### config.mk
export PLATFORM = sky130hd
export DESIGN_NAME = pll_mode_ctrl
export DESIGN_NICKNAME = d
export VERILOG_FILES = /design/src/rtl/pll_mode_pkg.sv /design/src/rtl/pll_init_timer.sv /design/src/rtl/pll_input_pick.sv /design/src/rtl/pll_bw_shadow.sv /design/src/rtl/pll_mode_ctrl.sv
export SDC_FILE = /design/constraint.sdc
export NUM_CORES = 1
export LEC_CHECK = 0
export BUFFER_PORTS_ARGS = -buffer_cell sky130_fd_sc_hd__buf_2
export CORE_MARGIN = 3
export CORE_UTILIZATION = 52
export CTS_CLUSTER_DIAMETER = 40
export CTS_CLUSTER_SIZE = 24
export DETAILED_ROUTE_END_ITERATION = 8
export PLACE_DENSITY = 0.86
export SLEW_MARGIN = 15
export SYNTH_ARGS = -nofsm -noshare
export SYNTH_HDL_FRONTEND = slang
export SYNTH_SLANG_ARGS = --single-unit
### constraint.sdc
create_clock -name clk -period 3.4 [get_ports clk]
set_clock_uncertainty 0.1 [all_clocks]
set_input_delay 0.34 -clock clk [delete_from_list [all_inputs] [get_ports clk]]
set_output_delay 0.34 -clock clk [all_outputs]
set_load 0.01 [all_outputs]
### src/rtl/pll_mode_pkg.sv
package pll_mode_pkg;
    typedef enum logic [2:0] {
        MODE_INIT     = 3'd0,
        MODE_FREERUN  = 3'd1,
        MODE_ACQ      = 3'd2,
        MODE_LOCKED   = 3'd3,
        MODE_HOLDOVER = 3'd4
    } pll_mode_e;
endpackage

### src/rtl/pll_init_timer.sv
module pll_init_timer #(
    parameter int INIT_CYCLES = 8
) (
    input  logic clk,
    input  logic rst_n,
    input  logic restart,
    input  logic run,
    output logic done
);
    localparam int CNT_W = (INIT_CYCLES > 1) ? $clog2(INIT_CYCLES + 1) : 1;
    localparam logic [CNT_W-1:0] LAST = CNT_W'(INIT_CYCLES - 1);

    logic [CNT_W-1:0] cnt_d, cnt_q;

    assign done = run && (cnt_q == LAST);

    always_comb begin
        cnt_d = cnt_q;
        if (restart) begin
            cnt_d = '0;
        end else if (run && !done) begin
            cnt_d = cnt_q + 1'b1;
        end
    end

    always_ff @(posedge clk or negedge rst_n) begin
        if (!rst_n) cnt_q <= '0;
        else        cnt_q <= cnt_d;
    end

    assert_count_bound_R1: assert property (@(posedge clk) disable iff (!rst_n)
        cnt_q <= LAST);
endmodule

### src/rtl/pll_input_pick.sv
module pll_input_pick #(
    parameter int N_IN  = 4,
    parameter int IDX_W = 2
) (
    input  logic [N_IN-1:0]  valid,
    output logic             any_valid,
    output logic [IDX_W-1:0] low_idx
);
    always_comb begin
        low_idx = '0;
        for (int i = N_IN - 1; i >= 0; i--) begin
            if (valid[i]) low_idx = IDX_W'(i);
        end
    end

    assign any_valid = |valid;

    always_comb begin
        if (any_valid) begin
            assert_low_is_valid_R4: assert (valid[low_idx]);
        end
    end
endmodule

### src/rtl/pll_bw_shadow.sv
module pll_bw_shadow #(
    parameter int              BW_W      = 16,
    parameter logic [BW_W-1:0] DEF_NOM   = '0,
    parameter logic [BW_W-1:0] DEF_FAST  = '0,
    parameter logic [BW_W-1:0] DEF_HEXIT = '0
) (
    input  logic            clk,
    input  logic            rst_n,
    input  logic            hard,
    input  logic            block,
    input  logic            commit,
    input  logic [BW_W-1:0] nom_in,
    input  logic [BW_W-1:0] fast_in,
    input  logic [BW_W-1:0] hexit_in,
    output logic [BW_W-1:0] nom,
    output logic [BW_W-1:0] fast,
    output logic [BW_W-1:0] hexit
);
    typedef struct packed {
        logic [BW_W-1:0] nom;
        logic [BW_W-1:0] fast;
        logic [BW_W-1:0] hexit;
    } bw_set_t;

    localparam bw_set_t DEF_SET = '{nom: DEF_NOM, fast: DEF_FAST, hexit: DEF_HEXIT};

    bw_set_t set_d, set_q;
    logic    take;

    assign take = commit && !block;

    always_comb begin
        set_d = set_q;
        if (hard) begin
            set_d = DEF_SET;
        end else if (take) begin
            set_d.nom   = nom_in;
            set_d.fast  = fast_in;
            set_d.hexit = hexit_in;
        end
    end

    always_ff @(posedge clk or negedge rst_n) begin
        if (!rst_n) set_q <= DEF_SET;
        else        set_q <= set_d;
    end

    assign nom   = set_q.nom;
    assign fast  = set_q.fast;
    assign hexit = set_q.hexit;

    assert_commit_together_R7: assert property (@(posedge clk) disable iff (!rst_n)
        ($past(take) && !$past(hard)) |->
        (nom == $past(nom_in) && fast == $past(fast_in) && hexit == $past(hexit_in)));

    assert_hold_no_commit_R7: assert property (@(posedge clk) disable iff (!rst_n)
        (!$past(take) && !$past(hard)) |-> ($stable(nom) && $stable(fast) && $stable(hexit)));
endmodule

### src/rtl/pll_mode_ctrl.sv
module pll_mode_ctrl
    import pll_mode_pkg::*;
#(
    parameter int              N_IN        = 4,
    parameter int              IDX_W       = (N_IN > 1) ? $clog2(N_IN) : 1,
    parameter int              BW_W        = 16,
    parameter int              INIT_CYCLES = 8,
    parameter logic [BW_W-1:0] DEF_NOM     = 16'h0100,
    parameter logic [BW_W-1:0] DEF_FAST    = 16'h0800,
    parameter logic [BW_W-1:0] DEF_HEXIT   = 16'h0200
) (
    input  logic             clk,
    input  logic             rst_n,
    input  logic             hard_rst_req,
    input  logic             soft_rst_req,
    input  logic [N_IN-1:0]  in_valid,
    input  logic [IDX_W-1:0] pref_idx,
    input  logic             lock_ok,
    input  logic             lol,
    input  logic             hist_valid,
    input  logic             fl_auto_en,
    input  logic             fl_force,
    input  logic [BW_W-1:0]  bw_nom_in,
    input  logic [BW_W-1:0]  bw_fast_in,
    input  logic [BW_W-1:0]  bw_hexit_in,
    input  logic             bw_commit,
    output logic [2:0]       mode,
    output logic             fastlock_en,
    output logic             switch_req,
    output logic [IDX_W-1:0] switch_idx,
    output logic [BW_W-1:0]  bw_active,
    output logic [BW_W-1:0]  bw_nom,
    output logic [BW_W-1:0]  bw_fast,
    output logic [BW_W-1:0]  bw_hexit
);
    typedef struct packed {
        pll_mode_e        mode;
        logic [IDX_W-1:0] idx;
        logic             sw;
        logic             fl;
        logic             hx;
    } ctrl_t;

    localparam ctrl_t CTRL_RST = '{mode: MODE_INIT, idx: '0, sw: 1'b0, fl: 1'b0, hx: 1'b0};

    ctrl_t            s_d, s_q;
    logic             init_done;
    logic             any_valid;
    logic [IDX_W-1:0] low_idx;
    logic             pref_ok;
    logic [IDX_W-1:0] exit_idx;
    logic             cur_valid;
    logic             in_init;

    assign in_init = (s_q.mode == MODE_INIT);

    pll_init_timer #(.INIT_CYCLES(INIT_CYCLES)) u_timer (
        .clk     (clk),
        .rst_n   (rst_n),
        .restart (hard_rst_req),
        .run     (in_init),
        .done    (init_done)
    );

    pll_input_pick #(.N_IN(N_IN), .IDX_W(IDX_W)) u_pick (
        .valid     (in_valid),
        .any_valid (any_valid),
        .low_idx   (low_idx)
    );

    pll_bw_shadow #(
        .BW_W(BW_W), .DEF_NOM(DEF_NOM), .DEF_FAST(DEF_FAST), .DEF_HEXIT(DEF_HEXIT)
    ) u_shadow (
        .clk      (clk),
        .rst_n    (rst_n),
        .hard     (hard_rst_req),
        .block    (in_init),
        .commit   (bw_commit),
        .nom_in   (bw_nom_in),
        .fast_in  (bw_fast_in),
        .hexit_in (bw_hexit_in),
        .nom      (bw_nom),
        .fast     (bw_fast),
        .hexit    (bw_hexit)
    );

    assign pref_ok   = (32'(pref_idx) < N_IN) && in_valid[pref_idx];
    assign exit_idx  = pref_ok ? pref_idx : low_idx;
    assign cur_valid = in_valid[s_q.idx];

    always_comb begin
        s_d    = s_q;
        s_d.sw = 1'b0;
        if (hard_rst_req) begin
            s_d = CTRL_RST;
        end else if (in_init) begin
            if (init_done) s_d.mode = MODE_FREERUN;
        end else if (soft_rst_req) begin
            s_d.mode = MODE_FREERUN;
            s_d.hx   = 1'b0;
        end else begin
            case (s_q.mode)
                MODE_FREERUN, MODE_HOLDOVER: begin
                    if (any_valid) begin
                        s_d.mode = MODE_ACQ;
                        s_d.idx  = exit_idx;
                        s_d.sw   = (exit_idx != s_q.idx);
                        s_d.hx   = (s_q.mode == MODE_HOLDOVER);
                    end
                end
                MODE_ACQ, MODE_LOCKED: begin
                    if (!cur_valid) begin
                        s_d.hx = 1'b0;
                        if (any_valid) begin
                            s_d.mode = MODE_ACQ;
                            s_d.idx  = low_idx;
                            s_d.sw   = 1'b1;
                        end else if (hist_valid) begin
                            s_d.mode = MODE_HOLDOVER;
                        end else begin
                            s_d.mode = MODE_FREERUN;
                        end
                    end else if (s_q.mode == MODE_ACQ && lock_ok) begin
                        s_d.mode = MODE_LOCKED;
                        s_d.hx   = 1'b0;
                    end
                end
                default: s_d = CTRL_RST;
            endcase
        end
        s_d.fl = (s_d.mode != MODE_INIT) && (fl_force || (fl_auto_en && lol));
    end

    always_ff @(posedge clk or negedge rst_n) begin
        if (!rst_n) s_q <= CTRL_RST;
        else        s_q <= s_d;
    end

    always_comb begin
        if (in_init)      bw_active = '0;
        else if (s_q.fl)  bw_active = bw_fast;
        else if (s_q.hx)  bw_active = bw_hexit;
        else              bw_active = bw_nom;
    end

    assign mode        = s_q.mode;
    assign fastlock_en = s_q.fl;
    assign switch_req  = s_q.sw;
    assign switch_idx  = s_q.idx;

    assert_init_quiet_R1: assert property (@(posedge clk) disable iff (!rst_n)
        (mode == MODE_INIT) |-> (!switch_req && !fastlock_en && bw_active == '0));

    assert_lock_from_acq_R3: assert property (@(posedge clk) disable iff (!rst_n)
        (mode == MODE_LOCKED && $past(mode) != MODE_LOCKED) |-> ($past(mode) == MODE_ACQ));

    assert_switch_target_valid_R4: assert property (@(posedge clk) disable iff (!rst_n)
        switch_req |-> ((($past(in_valid) >> switch_idx) & N_IN'(1)) != '0));

    assert_holdover_entry_R5: assert property (@(posedge clk) disable iff (!rst_n)
        (mode == MODE_HOLDOVER && $past(mode) != MODE_HOLDOVER) |->
        ($past(hist_valid) && $past(in_valid) == '0));

    assert_fastlock_force_R6: assert property (@(posedge clk) disable iff (!rst_n)
        (mode != MODE_INIT && $past(fl_force)) |-> fastlock_en);

    assert_hexit_in_acq_R9: assert property (@(posedge clk) disable iff (!rst_n)
        s_q.hx |-> (mode == MODE_ACQ));

    assert_hard_to_init_R8: assert property (@(posedge clk) disable iff (!rst_n)
        $past(hard_rst_req) |-> (mode == MODE_INIT && switch_idx == '0));
endmodule

After elaboration in Yosys (flattened, before gate mapping)
Index checks and enable logic that the tools add are counted.

operators by class
  $add $sub $neg = 1
  order comparisons = 2
  equal/unequal tests = 13
  mux-type cells = 36
  reductions and logical operators = 19

operators with widths
  operator                                                                       count
  48-bit two-way mux                                                             2
  16-bit two-way mux                                                             3
  3-bit two-way mux                                                              9
  4-bit two-way mux                                                              3
  6-bit one-hot mux with 2 select lines                                          1
  2-bit two-way mux                                                              5
  3-bit inequality test (second input constant)                                  3
  8-bit two-way mux                                                              1
  4-bit OR reduction                                                             2
  1-bit two-way mux                                                              7
  3-bit by 2-bit == test with 1-bit output (second input constant)               2
  1-bit logical AND                                                              6
  2-bit by 3-bit less-than comparator with 1-bit output (second input constant)  2
  6-bit two-way mux                                                              1
  5-bit two-way mux                                                              1
  5-bit inequality test (second input constant)                                  1
  5-bit AND reduction                                                            1
  4-bit by 1-bit adder with 4-bit output (second input constant)                 1
  1-bit binary-select mux with 2-bit select                                      2
  4-bit by 3-bit == test with 1-bit output (second input constant)               1
  2-bit inequality test (second input constant)                                  2
  4-bit inequality test (second input constant)                                  1
  2-bit nonzero test                                                             2
  2-bit OR reduction                                                             2
  9 further kinds                                                                10

storage, ports and cells
  bits in registers = 60
  input bits = 64
  logic and storage cells = 80

Depth between registers and ports, before layout
  word-level depth = 13
  depth in mapped cells = 6
  depth with buffers taken out = 5

Hierarchy
Synthesis repeated with hierarchy kept, for this count alone.

second synthesis, totals
  cells, all modules = 407
  area total of the unflattened synthesis = 3,911.3 um2

modules (own cells, without submodules)
  module          times used  cells an instance  area an instance (um2)
  pll_bw_shadow   1           218                2,522.4
  pll_mode_ctrl   1           160                1,132.3
  pll_init_timer  1           22                 221.5
  pll_input_pick  1           7                  35.0

Worst setup path before layout
No wires, ideal clock.

  kind = input to register
  from = input in_valid[0]
  to = register s_q (netlist bit switch_idx[0])
  data arrival time = 1.881 ns
  path slack = 1.351 ns
  stages = 6
  buffers on the path = 2
  cells stage by stage = buf_4 or4_4 buf_6 or3_4 a311oi_2 a32o_1

on the way
  word-level cells in the longest chain between the ends = 8
  elaborated cells on any way between the ends = 18
  classes of those cells = eq/ne (3); mux (13); reduce/logical (2)

ends and longest elaborated chain
  element                                    line                  source
  start, declared                            pll_mode_ctrl.sv:16   input logic [N_IN-1:0] in_valid,
  1-bit binary-select mux with 2-bit select  pll_mode_ctrl.sv:87   assign pref_ok = (32'(pref_idx) < N_IN) && in_valid[pref_idx];
  1-bit two-way mux (implied by the code)    pll_mode_ctrl.sv:87
  2-bit two-way mux                          pll_mode_ctrl.sv:88   assign exit_idx = pref_ok ? pref_idx : low_idx;
  6-bit two-way mux                          pll_mode_ctrl.sv:104  if (any_valid) begin
  6-bit one-hot mux with 2 select lines      pll_mode_ctrl.sv:102  case (s_q.mode)
  4-bit two-way mux                          pll_mode_ctrl.sv:98   end else if (soft_rst_req) begin
  5-bit two-way mux                          pll_mode_ctrl.sv:96   end else if (in_init) begin
  8-bit two-way mux                          pll_mode_ctrl.sv:94   if (hard_rst_req) begin
  end signal, assigned                       pll_mode_ctrl.sv:135  if (!rst_n) s_q <= CTRL_RST;
  end signal, assigned                       pll_mode_ctrl.sv:136  else s_q <= s_d;
  end, declared                              pll_mode_ctrl.sv:46   ctrl_t s_d, s_q;

Several ways; a longest one is shown, not always the timed one. The select of a mux whose other input is x is not followed.
A chain may end at the register's enable or synchronous reset.

Final worst setup path
  from = register s_q[0] (netlist bit)
  to = output bw_active[0]

on the way
  word-level cells in the longest chain between the ends = 3

ends and longest elaborated chain
  element             line                  source
  16-bit two-way mux  pll_mode_ctrl.sv:142  else if (s_q.hx) bw_active = bw_hexit;
  16-bit two-way mux  pll_mode_ctrl.sv:141  else if (s_q.fl) bw_active = bw_fast;
  16-bit two-way mux  pll_mode_ctrl.sv:140  if (in_init) bw_active = '0;
  end, declared       pll_mode_ctrl.sv:31   output logic [BW_W-1:0] bw_active,

No other way between the ends.

==> results.yml <==
run_status:
  status: "finished clean"
floorplan:
  start_util: 0.5410
  pin_count: 135
  die_x_um: 84.72
  fp.dieH_um: 84.72
  core_area_um2: 5956
  rows: 28
  die_area_um2: 7177
sta:
  rsz0062_at_grt: "no"
  finalSetupTns_ns: 0
  hold_ws_ns: 0.02066
  fin_crit_sh: 0.7184
  slew_viol_final: 0
  slew-limit-headroom: 0.3694
  fin_crit_ns: 2.443
  hold_violations: 0
  setup_violations: 0
  max_freq_mhz: 409.4
  timing.final.ws_setup_ns: 0.9574
  worst_pin_slew_ns: 0.9458
clocking:
  clk_pin_slew_ns: 0.07
  clk_latency_ns: 0.34
  cts_sinks: 60
  hold_buffers: 0
  clockBufferDepth: 2
  cts.htree.levels: 3
  cts_made_buffers: 9
  cts_tree: "yes"
  root_buffer: "clkbuf_8"
  post-cts-setup-buffers: 0
  cts_resized: 0
power_and_ir_drop:
  p_sw_mw: 0.3566
  clockPowerShare: 0.409
  power_frac_comb: 0.087
  power_mw: 1.456
  seqPwrFrac: 0.504
  p_int_mw: 1.100
  peakVddDrop_uv: 215.6
  switching_share: 0.2449
  p_leak_nw: 1.991
  power_density_nw_per_um2: 359.8
setup_path:
  critPathLaunchType: "register"
  path_class: "register to primary output"
  worstSetupEndpointType: "primary output"
  cp_data_arrival_time_ns: 2.00
  worstPathMaxFanout: 18
  cp.required_ns: 2.96
placed_design:
  pre_cts_slack_ns: 1.279
  place_hpwl_um: 6888
  dp_cells: 567
  place_area_um2: 3866
  portBuffers: 134
  gp_congestion: 0.8596
hold_path:
  hold_path.class: "input pin to asynchronous set/reset pin"
drt:
  wl_per_cell_um: 16.60
  num_vias: 3299
  drc_errors: 0
  postRouteAntennaNets: 0
  viasPerCell: 5.659
  first_iter_violations: 269
  first_pass_iters: 4
  drt-total-wl_um: 9677
layout:
  final_common_cell: "buf_2"
  final_layout_size_suffix_gt1_frac: 0.3209
  postLayoutCoreUtil: 0.6796
  area.growth.synth_to_final_pct: 25.63
  fin_cells: 583
  nets: 568
  antenna-diode-count: 0
  final_cell_mix: "buf_2 (134), nand2_1 (100), a21oi_1 (66), dfrtp_1 (57), nor2_1 (40)"
  final_area_um2: 4048
synth:
  yosys_warnings: 0
  synth_edf_count: 0
  ys_seq_elements: 60
  synth_ff_type: "dfrtp_1"
  synth_nets: 452
  synth_cell_types: 45
  synthTopCellsByArea: "dfrtp_1 (44%), nand2_1 (12%), a21oi_1 (10%), mux2i_1 (5.9%), nor2_1 (4.7%)"
  async_flop_share: 1.000
  synthCells: 387
  ys_seq_area_frac: 0.4672
  synth.cell_area_um2: 3222
  synth_top_cell_by_area: "dfrtp_1"
  avgSynthCellArea_um2: 8.325
  synth_top_area_share: 0.4427
grt:
  grt-ovfl-total: 0
  grt_util_all_layers: 0.2742
  grt_start_max_net_pins: 58
  grt_pass1_wl_um: 15350
  grt_pass1_vias: 3166
  antenna_found_initial: 0
run:
  drv_cap: 0
==> registers in the layout, indices dropped and copies added, names as in the netlist <==
register        cells
switch_idx          2
mode                3
u_shadow.nom       16
u_timer.cnt_q       4
fastlock_en         1
u_shadow.hexit     16
switch_req          1
u_shadow.fast      16
s_q                 1
==> Yosys cell counts (3+ instances only) <==
cell        n
o32ai_1     3
a31oi_1     3
or3_1       3
a21oi_1    66
inv_1       5
nand2_1   100
nand3_1     3
mux2i_1    19
clkbuf_1   24
dfrtp_1    57
nand3b_1    6
xor2_1      4
nor3_1      3
a32o_1      3
buf_4       6
nor2_1     40
o21ai_0     7
dfstp_2     3
==> area by class of cell <==
type                    count  area (um^2)
fillers                   516         1908
multi-input cells         287         1533
flip-flops and latches     60         1505
repair buffers            140        715.7
clock buffers              15        176.4
well taps                  75        93.84
inverters                   5        18.77
clock inverters             1        5.005
==> power by group through the flow <==
| stage | sequential [mW] | combinational (mW) | clock (mW) |
|---|---|---|---|
| floorplan | 0.745 | 0.0559 | 0 |
| global placement | 0.746 | 0.122 | 0 |
| detailed placement | 0.747 | 0.126 | 0 |
| CTS | 0.734 | 0.127 | 0.601 |
| global route | 0.735 | 0.141 | 0.637 |
| finish | 0.734 | 0.127 | 0.595 |
==> per-layer routing <==
layer / track usage / vias to the layer above / routed length, um
li1: - / 1543 / -
met1: 0.3389 / 1568 / 3636
met2: 0.4448 / 158 / 4866
met3: 0.06673 / 30 / 790
met4: 0.1439 / 0 / 382
met5: 0 / - / 0
==> worst paths after layout <==
kind / startpoint / end / slack, ns / depth (start not counted)
min: rst_n / mode[2] / 0.02 / 1
max reg2reg: switch_idx[1] / switch_idx[0] / 1.24 / 4
min reg2reg: u_shadow.nom[8] / u_shadow.nom[8] / 0.41 / 2
max: s_q[0] / bw_active[0] / 0.96 / 5
min in group clk: bw_nom_in[8] / u_shadow.nom[8] / 0.12 / 3
max in group asynchronous: rst_n / u_shadow.fast[11] / 2.29 / 2
==> critical path, cell delays in order, from the launching register on <==
cell and delay (ns):
dfrtp_1 0.96, mux2i_1 0.26, nor2_1 0.06, a21oi_1 0.17
nor2_1 0.07, buf_2 0.14
==> cells by family after synthesis <==
| family | share of synthesized area |
|---|---|
| xor gates and xnor gates | 0.01631 |
| adders and majority gates | 0.003883 |
| and+or+nand+nor | 0.2186 |
| DFF | 0.4672 |
| buffers and inverters | 0.05864 |
| AOI/OAI and AO/OA | 0.1693 |
| muxes | 0.06602 |
Power figures use the tool's default switching activity.
